[src/rtl/bridge_chopper.sv]
module bridge_chopper #(
  parameter int SW        = 12,
  parameter int RW        = 12,
  parameter int TW        = 8,
  parameter int OFF_CYC   = 460,
  parameter int DEAD_CYC  = 20,
  parameter int BLANK_CYC = 20,
  parameter int HOT_CODE  = 170,
  parameter int COOL_CODE = 145
) (
  input  logic          clk,
  input  logic          rst,
  input  logic          dir,
  input  logic [1:0]    lvl_sel,
  input  logic [SW-1:0] sense,
  input  logic [RW-1:0] ref_code,
  input  logic [TW-1:0] temp,
  input  logic          uv_lock,
  output logic          src_a,
  output logic          snk_a,
  output logic          src_b,
  output logic          snk_b
);
  localparam int FRAC = 16;
  localparam int PW   = RW + FRAC;
  localparam int MAXC = (OFF_CYC > DEAD_CYC) ? ((OFF_CYC > BLANK_CYC) ? OFF_CYC : BLANK_CYC)
                                             : ((DEAD_CYC > BLANK_CYC) ? DEAD_CYC : BLANK_CYC);
  localparam int CW   = $clog2(MAXC + 1);
  localparam logic [PW-1:0] K_FULL = PW'(((1 << FRAC) + 5) / 10);
  localparam logic [PW-1:0] K_TWO  = PW'(((1 << FRAC) + 7) / 15);
  localparam logic [PW-1:0] K_ONE  = PW'(((1 << FRAC) + 15) / 30);

  typedef enum logic [1:0] {S_OFF, S_DEAD, S_ON, S_CHOP} st_t;

  st_t           st;
  logic [CW-1:0] cnt;
  logic          dir_q;
  logic          hot_q;
  logic          hot_d;
  logic          kill;
  logic [PW-1:0] k_sel;
  logic [PW-1:0] thr;
  logic          trip;

  assign hot_d = hot_q ? (temp > TW'(COOL_CODE)) : (temp >= TW'(HOT_CODE));
  assign kill  = hot_d | uv_lock | (lvl_sel == 2'b11);

  always_comb begin
    case (lvl_sel)
      2'b00:   k_sel = K_FULL;
      2'b01:   k_sel = K_TWO;
      default: k_sel = K_ONE;
    endcase
  end

  assign thr  = (PW'(ref_code) * k_sel) >> FRAC;
  assign trip = PW'(sense) >= thr;

  always_ff @(posedge clk) begin
    if (rst) begin
      st    <= S_OFF;
      cnt   <= '0;
      dir_q <= 1'b0;
      hot_q <= 1'b0;
    end else begin
      hot_q <= hot_d;
      if (kill) begin
        st  <= S_OFF;
        cnt <= '0;
      end else begin
        case (st)
          S_OFF: begin
            st  <= S_DEAD;
            cnt <= CW'(DEAD_CYC - 1);
          end
          S_DEAD: begin
            if (cnt == '0) begin
              st    <= S_ON;
              dir_q <= dir;
              cnt   <= CW'(BLANK_CYC);
            end else begin
              cnt <= cnt - 1'b1;
            end
          end
          S_ON: begin
            if (dir != dir_q) begin
              st  <= S_DEAD;
              cnt <= CW'(DEAD_CYC - 1);
            end else if (cnt != '0) begin
              cnt <= cnt - 1'b1;
            end else if (trip) begin
              st  <= S_CHOP;
              cnt <= CW'(OFF_CYC - 1);
            end
          end
          default: begin
            if (dir != dir_q) begin
              st  <= S_DEAD;
              cnt <= CW'(DEAD_CYC - 1);
            end else if (cnt == '0) begin
              st  <= S_ON;
              cnt <= CW'(BLANK_CYC);
            end else begin
              cnt <= cnt - 1'b1;
            end
          end
        endcase
      end
    end
  end

  assign src_a = (st == S_ON) &  dir_q;
  assign src_b = (st == S_ON) & ~dir_q;
  assign snk_b = ((st == S_ON) | (st == S_CHOP)) &  dir_q;
  assign snk_a = ((st == S_ON) | (st == S_CHOP)) & ~dir_q;
endmodule


[config.mk]
export PLATFORM = sky130hd
export DESIGN_NAME = bridge_chopper
export DESIGN_NICKNAME = d
export VERILOG_FILES = /design/src/rtl/bridge_chopper.sv
export SDC_FILE = /design/constraint.sdc
export NUM_CORES = 1
export LEC_CHECK = 0
export BUFFER_PORTS_ARGS = -buffer_cell sky130_fd_sc_hd__buf_2
export CAP_MARGIN = 20
export CORE_MARGIN = 2
export CORE_UTILIZATION = 45
export CTS_CLUSTER_DIAMETER = 30
export DETAILED_ROUTE_END_ITERATION = 10
export MAX_ROUTING_LAYER = met4
export PLACE_DENSITY_LB_ADDON = 0.05
export SETUP_SLACK_MARGIN = 0.02
export SKIP_CTS_REPAIR_TIMING = 1
export SLEW_MARGIN = 20
export SYNTH_ARGS = -nofsm -noshare
export SYNTH_HDL_FRONTEND = slang
export SYNTH_SLANG_ARGS = --single-unit
[constraint.sdc]
create_clock -name clk -period 20.7 [get_ports clk]
set_input_delay 4.14 -clock clk [delete_from_list [all_inputs] [get_ports clk]]
set_output_delay 4.14 -clock clk [all_outputs]
set_load 0.03 [all_outputs]
==> metrics.txt, run 1 <==
Worst Reg-to-Reg Cells 8; DRT iter0 DRCs 80; WL per Instance 13.2 um; total CTS buffers 3; Site Rows 34; Hold Path Origin cnt[1]; worst hold-check path type flop to flop; Core Footprint just under 9000 um^2; distinct cell type count after synthesis 47; required time worst endpoint roughly 21 ns; Ys Warns 0; Area Overhead vs Synth 8.96%; worst slew pin tran 0.670 ns; Die Width 99.0 um; Syn Inst Count 473; Mapped Area between 4000 and 5000 um^2; crit path time final 11.06 ns; drt drc 0; status finished, final reports clean; Die Area 9810 um^2; reg2reg setup slack 18.22 ns; total net switching power 159 uW; Comb pwr share 84.1%; CTS sink cnt 13; Post-synth top flop dfxtp_1; post-DR vias/cell 5.07; Worst Path Arrival between 10 and 15 ns; global-route wire length before repair ~15 mm; htree depth 1; CTS max path bufs 2; largest net degree at the start of global routing 16; Clock Power Share 7.4%; Post-synth EDFFs 0; Finish-stage setup viols 0; Worst Setup Start Kind input pin; worst clock skew around 0.0032 ns; hold path cells 2; Post-synth ARST share 0%; placed cells 616; synthesized area per cell 8.59 um^2; RSZ-0062 raised after global routing false; period utilisation layout 53.4%; DRT antenna net count 0; layout cells sized above 1 9.38%; port bufs 40; switch share 50.9%; reg-to-reg endpoint dir_q; Synth Register Bits 13; vias 3143; fmax ~90 MHz; final non-filler cell total 620; Ant. Diodes 0; Starting Density 46.6%; syn nets 653; Pint 153 uW; Final Hold Fails 0; DIE HEIGHT just under 100 um; final net count 693; CTS clk-pin slew, worst paths 0.06 ns; Hold EP cnt[1]; vias in the first global route 3230; maxcap violations 0; crit end category flop; first drt pass iteration count 4; Worst-Skew Late Latency approximately 0.24 ns; relative slew slack between 50% and 60%; crit-path max FO 15; gr ovfl total 0; P_leak 2.45 nW; max-slew violation count 0; post-synthesis sequential area ratio under 10%; Reg power frac ~8.4%; fillers 875; kind of critical path input pin to flop; CTS tree yes; gpl congestion 0.858; DP HPWL 7.46 mm; final wirelength roughly 8.2 mm; GRT Total Usage 18.5%; Root Buffer clkbuf_8; initial antenna violation count 0; reg2reg start cnt[0]; setup TNS 0 ns; Pwr per Cell Area 70.3 nW/um^2; IO Count 42; VDD IR max between 0.06 and 0.07 mV
==> synth_stat cells (all sizes together), types with 2 or more instances <==
cell type	count	area share, %
nand4	4	0.62
o211ai	2	0.37
dfxtp	13	6.4
nand2	13	1.2
ha	95	29
or3	3	0.46
a211oi	7	1.3
a21o	7	1.3
nor3	5	0.62
nor4	2	0.31
clkbuf	5	0.46
nand3	5	0.62
fa	47	23
o2111ai	2	0.43
a2111oi	2	0.43
or3b	2	0.43
nor2b	21	3.2
nor2	15	1.4
o21bai	3	0.55
a21oi	23	2.8
and2	21	3.2
inv	119	11
o22ai	3	0.46
nand2b	7	1.1
o21a	2	0.37
o31ai	3	0.55
o21ai	7	0.86
xor2	4	0.86
a31oi	3	0.46
xnor2	10	2.2
or4	4	0.83
==> through the flow <==
| step | worst slack (ns) | hold WS (ns) | power, mW | cell area, um^2 | util (%) |
|---|---|---|---|---|---|
| after global routing | 9.15 | 0.509 | 0.365 | 4430 | 50.8 |
| after global placement | 9.22 | 0.482 | 0.290 | 4380 | 50.3 |
| after CTS | 9.47 | 0.493 | 0.319 | 4430 | 50.8 |
| after detailed placement | 9.23 | 0.484 | 0.292 | 4380 | 50.3 |
| after floorplan | 10.41 | 0.455 | 0.231 | 4060 | - |
| final | 9.64 | 0.489 | 0.311 | 4430 | 50.8 |
==> how the worst max path moves through the flow <==
stage / start / end
final: lvl_sel[1] / cnt[8]
after global routing: lvl_sel[1] / st[0]
after CTS: lvl_sel[1] / cnt[8]
after detailed placement: lvl_sel[1] / cnt[8]
after global placement: lvl_sel[1] / cnt[0]
after floorplan: lvl_sel[1] / cnt[8]
==> state kept, by name, indices dropped and copies added (netlist names) <==
signal	count
cnt	9
dir_q	1
hot_q	1
st	2
==> cells in the final DEF, fill, tap and decap left out, drive strengths merged, types with 4 or more instances in the layout <==
| cell type | count |
|---|---|
| fa | 47 |
| nor2 | 15 |
| nand3 | 5 |
| clkbuf | 4 |
| xnor2 | 10 |
| nand2 | 13 |
| dfxtp | 13 |
| and2 | 21 |
| a211oi | 7 |
| or4 | 4 |
| inv | 119 |
| nor3 | 5 |
| xor2 | 4 |
| a21oi | 23 |
| o21ai | 7 |
| nor2b | 21 |
| ha | 95 |
| nand4 | 4 |
| a21o | 7 |
| buf | 41 |
| nand2b | 7 |
==> power groups by stage <==
stage / combinational, mW / clock, mW / sequential (mW)
CTS: 0.269 / 0.0236 / 0.0263
floorplan: 0.205 / 0 / 0.0266
global placement: 0.263 / 0 / 0.0268
finish: 0.262 / 0.0232 / 0.0263
detailed placement: 0.265 / 0 / 0.0268
global route: 0.314 / 0.0252 / 0.0264
==> kinds of logic after synthesis <==
| logic type | Yosys count | share of synthesized area [%] |
|---|---|---|
| AOI/OAI and AO/OA | 70 | 11.2 |
| xor gates and xnor gates | 14 | 3.02 |
| adders and majority gates | 142 | 52.4 |
| buffers and inverters | 125 | 11.6 |
| DFF | 13 | 6.40 |
| and+or+nand+nor | 109 | 15.4 |
==> critical path, cell delays in order <==
cell and delay, ns:
buf_2 0.19, nand2b_1 0.33, and2_1 0.24, ha_1 0.34, fa_1 0.59, inv_1 0.07, fa_1 0.53, inv_1 0.06
fa_1 0.53, inv_1 0.06, fa_1 0.53, inv_1 0.05, ha_1 0.32, and4_1 0.20, nand3_1 0.12, a31oi_1 0.47
nor3_1 0.25, o31ai_1 0.33, xnor2_1 0.17, ha_1 0.27, a21o_1 0.18, a21o_1 0.17, a21oi_1 0.14, o31ai_1 0.13
a211oi_1 0.61, o22ai_1 0.17
==> per-layer routing <==
layer  part of all wire, %  global-route usage [%]  wire (um)  vias up
met5                     0                       -          0        -
met4                  0.87                    1.90         71        0
li1                      -                       -          -     1618
met2                    49                    31.0       3980       42
met1                    48                    25.2       3910     1475
met3                   2.5                    1.84        201        8
==> cell type report <==
cell class	instances	area [um^2]	share of cell area [%]
flip-flops and latches	13	260	5.88
repair buffers	41	208	4.69
inverters	119	447	10.1
well taps	108	135	3.05
multi-input cells	335	3330	75.3
clock buffers	4	45.0	1.02
No activity file was read; power rests on OpenSTA's default activity.
==> run 2, diff against run 1 <==
Clock period 20.7 ns to 10.9 ns, I/O delays scaled along.
==> run 2 against run 1 <==
Effect of this change:
- clock power increased by 89%
- global-route usage about the same
- critical path depth unchanged
- die area unchanged
- cell count unchanged
- sequential share of layout area unchanged
- non-clock buffer count unchanged
- register-to-register slack got worse by 10 ns
- highest routed layer unchanged
- power increased by 90%
- largest cell class unchanged
- sequential power increased by 90%
- first-iteration DRC count increased by 30%
==> metrics.txt, run 2 (same netlist as run 1, synthesis figures left out) <==
status finished, final reports clean; GR met1 Demand/Resource 25.0% (-0.23 points); Max stage delay cell, worst path a211oi_1; initial antenna violation count 0 (unchanged); first drt pass iteration count 4 (unchanged); CP bufs+invs 5 (unchanged); commonest non-fill, non-tap cell in the layout inv_1; htree depth 1 (unchanged); Root Buffer clkbuf_8; CTS max path bufs 2 (unchanged); largest net degree at the start of global routing 16 (unchanged); crit-path max FO 15 (unchanged); CTS sink cnt 13 (unchanged); Starting Density 46.6% (unchanged); Worst Path Arrival 9.33 ns (-1.84 ns); Core Footprint 8720 um^2 (unchanged); worst clock skew 0.00197 ns (-0.00120 ns); vias 3116 (-0.86%); reg2reg start cnt[0]; GRT Total Usage 18.5% (about the same); DRT iter0 DRCs 104 (+30%); Die Width 99.0 um (unchanged); max-slew violation count 0 (unchanged); total CTS buffers 3 (unchanged); most frequent cells in the layout inv_1, ha_1, fa_1; relative slew slack 43.4% (-12 points); fmax 108 MHz; kind of critical path input pin to flop; worst hold-check path type flop to flop; WL per Instance 13.3 um (+1.2%); setup TNS 0 ns (unchanged); delay-heaviest family, CP adder cells; gr busiest metal met2; crit end category flop; Final Hold Fails 0 (unchanged); DP HPWL 7.50 mm (+0.45%); Largest regs cnt x9, st x2; GR Util met2 31.2% (+0.26 points); port bufs 40 (unchanged); Final WS setup 1.68 ns (-7.96 ns); Min Hold Slack 0.491 ns (+0.00224 ns); post-DR vias/cell 5.03 (-0.86%); layout cells sized above 1 9.38% (unchanged); worst slack at placement 1.38 ns (-7.85 ns); M3 GR Usage 1.35% (-0.50 points); final wirelength 8.26 mm (+1.2%); global-route wire length before repair 14.4 mm (-0.90%); Finish-stage setup viols 0 (unchanged); DIE HEIGHT 99.0 um (unchanged); max incr delay on CP 0.65 ns (+0.04 ns); period utilisation layout 84.6%; gpl congestion 0.859 (about the same); CTS tree yes; CTS clk-pin slew, worst paths 0.06 ns (about the same); P_leak 2.45 nW (unchanged); vias in the first global route 3175 (-1.7%); gr ovfl total 0 (unchanged); Worst Setup SP lvl_sel[1]; Area Overhead vs Synth 8.96% (unchanged); maxcap violations 0 (unchanged); max FFs per register 9 (unchanged); Pwr per Cell Area 134 nW/um^2 (+90%); DRT antenna net count 0 (unchanged); Biggest register cnt; Die Area 9810 um^2 (unchanged); required time worst endpoint 11.01 ns (-9.80 ns); Hold Path Origin cnt[1]; RSZ-0062 raised after global routing false; VDD IR max 0.0997 mV (+52%); drt drc 0 (unchanged); Site Rows 34 (unchanged); IO Count 42 (unchanged); Worst-Skew Late Latency 0.25 ns (about the same); crit path time final 9.22 ns; worst slew pin tran 0.838 ns (+0.168 ns); Ant. Diodes 0 (unchanged); Worst Setup Start Kind input pin; final net count 693 (unchanged)
[run 2: cell type report]
class,count,area (um^2)
Fill cell,869,4290
Multi-Input combinational cell,335,3330
Inverter,119,447
Sequential cell,13,260
Timing Repair Buffer,41,208
Tap cell,108,135
Clock buffer,4,45.0
[run 2: path summary, 6_finish.rpt]
check	end	slack (ns)	cells past startpoint
setup / recovery	cnt[8]	1.68	26
hold reg to reg	cnt[1]	0.49	2
hold / removal	cnt[1]	0.49	2
setup reg to reg	dir_q	8.24	8
[run 2: power by group]
part           total, mW  internal, mW  switching, mW  leakage [nW]
Combinational      0.499         0.216          0.283          2.32
Clock             0.0438        0.0259         0.0179        0.0228
Sequential        0.0499        0.0488        0.00117         0.106
[run 2: through the flow]
step / instance area [um^2] / cells / power [mW] / util, %
floorplan: 4060 / 473 / 0.439 / -
global placement: 4380 / 616 / 0.551 / 50.3
detailed placement: 4380 / 616 / 0.556 / 50.3
CTS: 4430 / 620 / 0.607 / 50.8
global route: 4430 / 620 / 0.692 / 50.8
finish: 4430 / 620 / 0.592 / 50.8
[run 2: worst min-delay path, cell delays in order, from the launching register on]
cell,delay (ns)
dfxtp_1,0.30
inv_1,0.07
a31oi_1,0.07
[run 2: routing by layer]
layer | vias up | part of all wire, %
met3 | 8 | 2.1
met4 | 0 | 0.98
met1 | 1444 | 48
li1 | 1621 | -
met2 | 43 | 49
met5 | - | 0
